===== config.mk =====
export PLATFORM = sky130hd
export DESIGN_NAME = irq_trig_ctl
export DESIGN_NICKNAME = d
export VERILOG_FILES = /design/src/rtl/irq_trig_pkg.sv /design/src/rtl/irq_sync_chain.sv /design/src/rtl/irq_mode_regs.sv /design/src/rtl/irq_line_cond.sv /design/src/rtl/irq_trig_ctl.sv
export SDC_FILE = /design/constraint.sdc
export NUM_CORES = 1
export LEC_CHECK = 0
export ABC_AREA = 0
export BUFFER_PORTS_ARGS = -buffer_cell sky130_fd_sc_hd__buf_2
export CAP_MARGIN = 20
export CORE_UTILIZATION = 30
export CTS_BUF_LIST = sky130_fd_sc_hd__clkbuf_4
export DETAILED_ROUTE_END_ITERATION = 16
export HOLD_SLACK_MARGIN = 0.03
export PLACE_DENSITY = 0.63
export REMOVE_ABC_BUFFERS = 1
export SLEW_MARGIN = 10
export SYNTH_ARGS = -nofsm -noshare
export SYNTH_HDL_FRONTEND = slang
export SYNTH_SLANG_ARGS = --single-unit

===== constraint.sdc =====
create_clock -name clk -period 1 [get_ports clk]
set_input_delay 0.1 -clock clk [delete_from_list [all_inputs] [get_ports clk]]
set_output_delay 0.1 -clock clk [all_outputs]
set_load 0.02 [all_outputs]

===== src/rtl/irq_trig_pkg.sv =====
package irq_trig_pkg;

  localparam int BYTE_W = 8;

  // Value stored in one register byte after a write; forced positions stay 0.
  function automatic logic [BYTE_W-1:0] lane_next(input logic [BYTE_W-1:0] wdata,
                                                  input logic [BYTE_W-1:0] forced);
    return wdata & ~forced;
  endfunction

  // Next state of an edge pending flag: set wins over acknowledge.
  function automatic logic pend_next(input logic pend, input logic rise, input logic ack);
    return rise | (pend & ~ack);
  endfunction

  // Normalized request: active-low pass-through in level mode, latched flag in edge mode.
  function automatic logic req_of(input logic level_mode, input logic sync_in, input logic pend);
    return level_mode ? ~sync_in : pend;
  endfunction

endpackage


===== src/rtl/irq_sync_chain.sv =====
module irq_sync_chain #(
  parameter int W      = 16,
  parameter int STAGES = 2
) (
  input  logic         clk,
  input  logic         rst_n,
  input  logic [W-1:0] d_in,
  output logic [W-1:0] d_out
);
  logic [W-1:0] stage_q [STAGES];

  for (genvar s = 0; s < STAGES; s++) begin : g_stage
    always_ff @(posedge clk or negedge rst_n) begin
      if (!rst_n) begin
        stage_q[s] <= '0;
      end else if (s == 0) begin
        stage_q[s] <= d_in;
      end else begin
        stage_q[s] <= stage_q[(s == 0) ? 0 : s - 1];
      end
    end
  end

  assign d_out = stage_q[STAGES-1];
endmodule


===== src/rtl/irq_mode_regs.sv =====
module irq_mode_regs
  import irq_trig_pkg::*;
#(
  parameter int                    NUM_LINES   = 16,
  parameter int                    ADDR_W      = 12,
  parameter logic [ADDR_W-1:0]     BASE_ADDR   = 12'h4D0,
  parameter logic [NUM_LINES-1:0]  FORCED_EDGE = 16'h2107
) (
  input  logic                  clk,
  input  logic                  rst_n,
  input  logic [ADDR_W-1:0]     io_addr,
  input  logic                  io_wr,
  input  logic                  io_rd,
  input  logic [BYTE_W-1:0]     io_wdata,
  output logic [BYTE_W-1:0]     io_rdata,
  output logic [NUM_LINES-1:0]  mode_q,
  output logic [NUM_LINES/BYTE_W-1:0] lane_hit
);
  localparam int LANES = NUM_LINES / BYTE_W;

  for (genvar k = 0; k < LANES; k++) begin : g_lane
    localparam logic [BYTE_W-1:0] FMASK = FORCED_EDGE[k*BYTE_W +: BYTE_W];
    logic [BYTE_W-1:0] lane_q;

    assign lane_hit[k] = (io_addr == (BASE_ADDR + ADDR_W'(k)));

    always_ff @(posedge clk or negedge rst_n) begin
      if (!rst_n) begin
        lane_q <= '0;
      end else if (io_wr && lane_hit[k]) begin
        lane_q <= lane_next(io_wdata, FMASK);
      end
    end

    assign mode_q[k*BYTE_W +: BYTE_W] = lane_q;
  end

  always_comb begin
    io_rdata = '0;
    for (int k = 0; k < LANES; k++) begin
      if (io_rd && lane_hit[k]) begin
        io_rdata = io_rdata | mode_q[k*BYTE_W +: BYTE_W];
      end
    end
  end
endmodule


===== src/rtl/irq_line_cond.sv =====
module irq_line_cond
  import irq_trig_pkg::*;
(
  input  logic clk,
  input  logic rst_n,
  input  logic sync_in,
  input  logic level_mode,
  input  logic ack,
  output logic req,
  output logic pend,
  output logic rise
);
  logic prev_q;
  logic pend_q;

  always_ff @(posedge clk or negedge rst_n) begin
    if (!rst_n) begin
      prev_q <= 1'b0;
    end else begin
      prev_q <= sync_in;
    end
  end

  assign rise = sync_in & ~prev_q;

  always_ff @(posedge clk or negedge rst_n) begin
    if (!rst_n) begin
      pend_q <= 1'b0;
    end else if (level_mode) begin
      pend_q <= 1'b0;
    end else begin
      pend_q <= pend_next(pend_q, rise, ack);
    end
  end

  assign pend = pend_q;
  assign req  = req_of(level_mode, sync_in, pend_q);
endmodule


===== src/rtl/irq_trig_ctl.sv =====
module irq_trig_ctl #(
  parameter int                    NUM_LINES   = 16,
  parameter int                    ADDR_W      = 12,
  parameter logic [ADDR_W-1:0]     BASE_ADDR   = 12'h4D0,
  parameter logic [NUM_LINES-1:0]  FORCED_EDGE = 16'h2107,
  parameter int                    SYNC_STAGES = 2
) (
  input  logic                  clk,
  input  logic                  rst_n,
  input  logic [ADDR_W-1:0]     io_addr,
  input  logic                  io_wr,
  input  logic                  io_rd,
  input  logic [7:0]            io_wdata,
  output logic [7:0]            io_rdata,
  input  logic [NUM_LINES-1:0]  irq_raw,
  input  logic [NUM_LINES-1:0]  irq_ack,
  output logic [NUM_LINES-1:0]  irq_req
);
  localparam int LANES = NUM_LINES / 8;

  logic [NUM_LINES-1:0] mode_q;
  logic [NUM_LINES-1:0] sync_w;
  logic [NUM_LINES-1:0] pend_w;
  logic [NUM_LINES-1:0] rise_w;
  logic [LANES-1:0]     lane_hit;

  irq_mode_regs #(
    .NUM_LINES  (NUM_LINES),
    .ADDR_W     (ADDR_W),
    .BASE_ADDR  (BASE_ADDR),
    .FORCED_EDGE(FORCED_EDGE)
  ) i_regs (
    .clk     (clk),
    .rst_n   (rst_n),
    .io_addr (io_addr),
    .io_wr   (io_wr),
    .io_rd   (io_rd),
    .io_wdata(io_wdata),
    .io_rdata(io_rdata),
    .mode_q  (mode_q),
    .lane_hit(lane_hit)
  );

  irq_sync_chain #(
    .W     (NUM_LINES),
    .STAGES(SYNC_STAGES)
  ) i_sync (
    .clk  (clk),
    .rst_n(rst_n),
    .d_in (irq_raw),
    .d_out(sync_w)
  );

  for (genvar n = 0; n < NUM_LINES; n++) begin : g_line
    irq_line_cond i_cond (
      .clk       (clk),
      .rst_n     (rst_n),
      .sync_in   (sync_w[n]),
      .level_mode(mode_q[n]),
      .ack       (irq_ack[n]),
      .req       (irq_req[n]),
      .pend      (pend_w[n]),
      .rise      (rise_w[n])
    );
  end
endmodule


==> results of run 1 <==
[worst max-delay path by stage]
stage	start	endpoint	slack, ps	depth (start not counted)
floorplan	io_addr[11]	i_regs.g_lane[1].lane_q[1]$_DFFE_PN0P_	-670	3
global placement	io_addr[11]	i_regs.g_lane[1].lane_q[7]$_DFFE_PN0P_	-800	4
detailed placement	io_addr[11]	i_regs.g_lane[1].lane_q[1]$_DFFE_PN0P_	-810	4
CTS	i_regs.g_lane[1].lane_q[3]$_DFFE_PN0P_	io_rdata[3]	-430	3
global route	i_regs.g_lane[1].lane_q[3]$_DFFE_PN0P_	io_rdata[3]	-440	3
finish	io_addr[2]	i_regs.g_lane[1].lane_q[1]$_DFFE_PN0P_	-400	4
[cells in the final DEF (no fill, tap or decap), drive strengths merged]
master       netlist  final
and3               3      3
and4               1      1
buf               18     96
clkbuf             1     11
clkinv             1      5
clkinvlp           0      1
conb               1      1
dfrtp             75     75
dlygate4sd3        0     40
inv               32     32
mux2              11     11
mux2i             15     15
nand4              1      1
nor2               4      4
nor2b             11     11
nor3b              1      1
nor4               1      1
nor4b              1      1
nor4bb             1      1
o22ai             16     16
or4                1      1
or4b               1      1
or4bb              2      2
[flip-flops by register name, summed over array words and instances, names as in the netlist]
signal                cells
i_sync.stage_q           16
g_line.i_cond.prev_q     16
i_sync.d_out             16
g_line.i_cond.pend       16
i_regs.g_lane.lane_q     11
[logic make-up after synthesis]
kind of cell / count (synthesis) / synth area share, %
other: 1 / 0.136
buffers and inverters: 52 / 10.0
multiplexers: 26 / 10.7
flip-flops: 75 / 67.8
AO/OA/AOI/OAI: 16 / 3.62
AND/OR/NAND/NOR: 28 / 7.69
[layer usage]
layer / vias up / GRT usage, % / share of wire, % / routed length (um)
li1: 891 / - / - / -
met1: 894 / 14.9 / 42 / 2430
met2: 46 / 22.3 / 53 / 3040
met3: 5 / 3.15 / 3.9 / 226
met4: 0 / 6.29 / 0.85 / 49
met5: - / 0 / 0 / 0
[area by class of cell]
cell class | instances | area [um2] | share of cell area (%)
Multi-Input combinational cell | 71 | 684 | 17.0
Sequential cell | 75 | 1880 | 46.7
Clock inverter | 5 | 30.0 | 0.745
Inverter | 33 | 124 | 3.07
Clock buffer | 11 | 82.6 | 2.05
Timing Repair Buffer | 136 | 1090 | 27.1
Tap cell | 108 | 135 | 3.35
[power breakdown]
part	leakage [nW]	switching (mW)	total, mW	internal [mW]
logic	1.04	0.322	0.737	0.416
registers	0.897	0.0647	3.25	3.19
clock network	0.0643	1.00	1.56	0.556
total	2.00	1.39	5.55	4.16
[per-stage QoR]
stage,instances,worst slack [ps],area (um2),hold WS [ps]
5_1_grt,439,-440,4030,65.5
3_5_place_dp,373,-813,3230,-23.9
6_report,439,-398,4030,80.6
3_3_place_gp,373,-798,3230,-28.2
2_1_floorplan,179,-670,2610,-196
4_1_cts,435,-429,3920,47.0
[what timing repair did]
action | in CTS | in global routing
endpoints found under the setup margin | 34 | 34
buffers inserted | 6 | 4
endpoints found under the hold margin | 118 | 0
hold buffers | 40 | 0
pin swaps | 5 | 5
gates resized for setup | 38 | 22
==> results.md, run 1 <==
* Status: finished with violations
* Violated checks: DRC, setup timing
* Mapped Cells at a little under 200
* Power per cell area at around 1400 mW/mm2
* Worst Path Buf+Inv at 1
* Clock Path Buffers at 2
* Worst-path fanout max at 6
* Core area at between 0.008 and 0.009 mm2
* CP cell instances: buf_8 -> or4b_4 -> or4_4 -> mux2_4
* Row cnt at 34
* GRT Util Overall at 12.9%
* DRT Wirelength at 5.75 mm
* Max-cap violations at 0
* DRC at 5
* Overall Power at 5.55 mW
* Setup TNS at -9310 ps
* Flip-flop and latch count after synthesis at 75
* Post-synth EDFFs at 0
* Clk_skew at 11.0 ps
* Tcrit/Tclk final at 140%
* Peak VDD IR at between 0.0007 and 0.0008 V
* Routed Antenna Nets at 0
* Largest net degree at the start of global routing at 33
* Clk slew on worst S/H paths at around 120 ps
* Reg-to-Reg Start: i_regs.g_lane[0].lane_q[3]$_DFFE_PN0P_
* Remaining global-route overflow at 0
* Startpoint types: input port
* Yosys top cell by area: dfrtp_1
* CTS buffer count at 9
* Worst skew pair latency at between 300 and 400 ps
* Pleak at approximately 2.0 nW
* Critical-path top delay cell: or4_4
* Final Core Density at between 40% and 50%
* First-pass iteration count of the detailed router at 10
* Final critical-path required period at ~1400 ps
* # fillers at 801
* Area delta synth->final at 45.7%
* Hold Crit Class: in -> async
* Initial Utilization at approximately a third
* Fmax at a little over 700 MHz
* Critical path arrival at approximately 1700 ps
* Vias/cell at between 4 and 5
* CTS Root Buffer Type: clkbuf_4
* Placer Congestion at 0.742
* Family with the most delay on the worst path: simple AND/OR/NAND/NOR gates
* WL/cell at ~13 um
* # clock sinks at 75
* Syn avg cell area at 14.0 um2
* Net count, final at between 300 and 400
* Max stage delay on crit path at between 600 and 700 ps
* Ant. Diodes at 0
* Port bufs at between 70 and 80
* Setup CP Type: in -> reg
* Die Area at 0.00961 mm2
* Nature of the critical path endpoint: register
* RSZ-0062 raised after global routing: true
* Layout cells sized above 1 at 41.7%
* R2R depth at 2
* Primary FF master, synth: dfrtp_1
* Synth top area share at 67.8%
* Commonest cells post-synth: dfrtp_1 (75), inv_1 (32), buf_4 (17)
* Final worst-path setup slack at -398 ps
* Critical Path RT at 1280 ps
* Post-synth cell types at 23
* R2R Path End: i_regs.g_lane[0].lane_q[3]$_DFFE_PN0P_
* DP Wirelength at between 3 and 4 mm
* Async S/R FF share, synth at between 90% and 100%
* Vias in the first global route at ~2.0k
* TritonCTS clock tree: yes
* FF-to-FF setup slack at approximately 50 ps
* H-tree Lvls at 3
* Most frequent cell after synthesis: dfrtp_1
* Register area share after synthesis at 67.8%
* First-pass GRT wire length at a little over 9 mm
* Initial antenna violation count at 0
* Final hold viol count at 0
* Ys Warns at 0
* DRT iter0 DRCs at 27
* Final setup vio count at 34
* Die W at 98.0 um
* Top post-synthesis cells by area: dfrtp_1 (68%), mux2i_1 (5.4%), buf_4 (4.6%)
* Synth Cell Area at between 0.002 and 0.003 mm2
* Via count at between 1.5k and 2k
* Die H at around 100 um
* Max-slew violation count at 0
* Top Ports at 80
Power figures use the tool's default switching activity.
==> inputs of run 2 (changes only) <==
--- a/config.mk
+++ b/config.mk
@@ -14,6 +14,7 @@
 export HOLD_SLACK_MARGIN = 0.03
 export PLACE_DENSITY = 0.63
 export REMOVE_ABC_BUFFERS = 1
+export SKIP_CTS_REPAIR_TIMING = 1
 export SLEW_MARGIN = 10
 export SYNTH_ARGS = -nofsm -noshare
 export SYNTH_HDL_FRONTEND = slang
==> run 2 against run 1 <==
The flow still finishes with violations (DRC, setup timing). Via count down 1.3%. Sequential power about the same. Final area down 1.6%. Clock power about the same. Combinational power down 2%. Power down 0.35%. Largest cell class unchanged.
==> results.md, run 2 (same netlist as run 1, synthesis figures left out) <==
* Status: finished with violations
* Violated checks: DRC, setup timing
* FF-to-FF setup slack at roughly 170 ps
* Remaining global-route overflow at 0
* TritonCTS clock tree: yes
* Max-cap violations at 0
* Power Internal at just over 4 mW
* # clock sinks at between 70 and 80
* Ant. Diodes at 0
* CP cell instances: buf_8 -> or4b_4 -> or4_4 -> mux2_4
* R2R Path End: i_regs.g_lane[0].lane_q[6]$_DFFE_PN0P_
* R2R depth at 1
* Setup CP Type: in -> reg
* Die W at just under 100 um
* CTS buffer count at 9
* H-tree Lvls at 3
* Setup TNS at -9450 ps
* Max-slew violation count at 0
* Largest net degree at the start of global routing at 33
* Layout cells sized above 1 at about two fifths
* Nature of the critical path endpoint: register
* Core area at 0.00881 mm2
* Area delta synth->final at 43.4%
* Vias in the first global route at roughly 1.8k
* Clock Path Buffers at 2
* Overall Power at between 5 and 6 mW
* Via count at 1,812
* Sequential share of power at slightly below 60%
* Finished Layout Cells at ~430
* Critical path arrival at between 1500 and 2000 ps
* Register area at 0.00189 mm2
* Placed Instances at roughly 370
* Final setup vio count at 34
* Peak VDD IR at 0.000656 V
* First-pass iteration count of the detailed router at 10
* Die H at just under 100 um
* DRT Wirelength at 5.55 mm
* Die Area at ~0.0096 mm2
* Clk slew on worst S/H paths at approximately 120 ps
* Net count, final at approximately 380
* Startpoint types: input port
* Port bufs at 77
* Footprint of the multi-input gates at 677 um2
* Top Ports at 80
* Final worst-path setup slack at -416 ps
* RSZ-0062 raised after global routing: true
* Final critical-path required period at around 1400 ps
* DP Wirelength at around 3.8 mm
* Fmax at slightly above 700 MHz
* Max stage delay on crit path at around 630 ps
* Initial Utilization at 31.4%
* First-pass GRT wire length at around 8.4 mm
* Commonest non-fill, non-tap cell in the layout: dfrtp_1
* Pleak at approximately 2.0 nW
* Most frequent cells in the layout: dfrtp_1 (68), buf_2 (53), dlygate4sd3_1 (40)
* Critical-path top delay cell: or4_4
* Reg-to-Reg Start: i_regs.g_lane[0].lane_q[6]$_DFFE_PN0P_
* Tcrit/Tclk final at 142%
* Worst skew pair latency at between 300 and 400 ps
* Initial antenna violation count at 0
* Vias/cell at 4.18
* Switch share at 25.0%
* # fillers at between 800 and 900
* GRT Util Overall at 11.7%
* Hold Crit Class: in -> async
* Row cnt at 34
* DRC at 5
* Clock Power Share at 28.2%
* Routed Antenna Nets at 0
* DRT iter0 DRCs at 27
* Placer Congestion at roughly 0.74
* Worst-path fanout max at 6
* CTS Root Buffer Type: clkbuf_4
* Power per cell area at roughly 1400 mW/mm2
* Net switching power at roughly 1.4 mW
* Final hold viol count at 0
* Critical Path RT at about 1300 ps
* Combinational power share at a little over an eighth
* WL/cell at around 13 um
* Clk_skew at between 10 and 15 ps
[run 2: cell count changes in the layout (fill, tap and decap cells not counted), sizes merged]
cell  delta
buf      -5
[run 2: how the worst max path moves through the flow]
stage | cells after the start | start | to | slack (ps)
3_3_place_gp | 4 | io_addr[11] | i_regs.g_lane[1].lane_q[7]$_DFFE_PN0P_ | -800
6_report | 4 | io_addr[3] | i_regs.g_lane[1].lane_q[1]$_DFFE_PN0P_ | -420
3_5_place_dp | 4 | io_addr[11] | i_regs.g_lane[1].lane_q[1]$_DFFE_PN0P_ | -810
2_1_floorplan | 3 | io_addr[11] | i_regs.g_lane[1].lane_q[1]$_DFFE_PN0P_ | -670
5_1_grt | 3 | i_regs.g_lane[1].lane_q[3]$_DFFE_PN0P_ | io_rdata[3] | -440
4_1_cts | 6 | io_addr[11] | io_rdata[6] | -450
[run 2: area by class of cell]
type                       count  share of cell area [%]
sequential                    75                    47.5
multi-input combinational     71                    17.1
inverter                      33                    3.12
tap                          108                    3.41
timing repair buffer         131                    26.0
clock buffer                  11                    2.08
clock inverter                 5                   0.757
[run 2: power by group through the flow]
stage	registers (mW)	logic [mW]	clock network [mW]
after global placement	3.30	0.500	0
after floorplan	3.32	0.200	0
after detailed placement	3.31	0.515	0
after global routing	3.27	0.790	1.79
final	3.25	0.719	1.56
after CTS	3.25	0.517	1.67
[run 2: routing by layer]
metal | vias to the layer above | wire [um] | global-route usage [%]
met3 | 5 | 230 | 3.44
met1 | 884 | 2340 | 14.1
met2 | 46 | 2930 | 19.0
met4 | 0 | 49 | 6.29
li1 | 877 | - | -
met5 | - | 0 | 0
[run 2: stage by stage]
stage / setup WS, ps / utilization [%] / hold slack [ps] / instance area [um2]
2_1_floorplan: -670 / - / -196 / 2610
3_3_place_gp: -798 / 36.7 / -28.2 / 3230
3_5_place_dp: -813 / 36.7 / -23.9 / 3230
4_1_cts: -449 / 38.0 / -499 / 3340
5_1_grt: -440 / 45.0 / 65.5 / 3970
6_report: -416 / 45.0 / 82.1 / 3970
[run 2: worst max-delay path: cells and delay by family]
kind | cells | cell delay [ps]
simple gates | 2 | 1180
buf+inv | 1 | 100
mux | 1 | 320
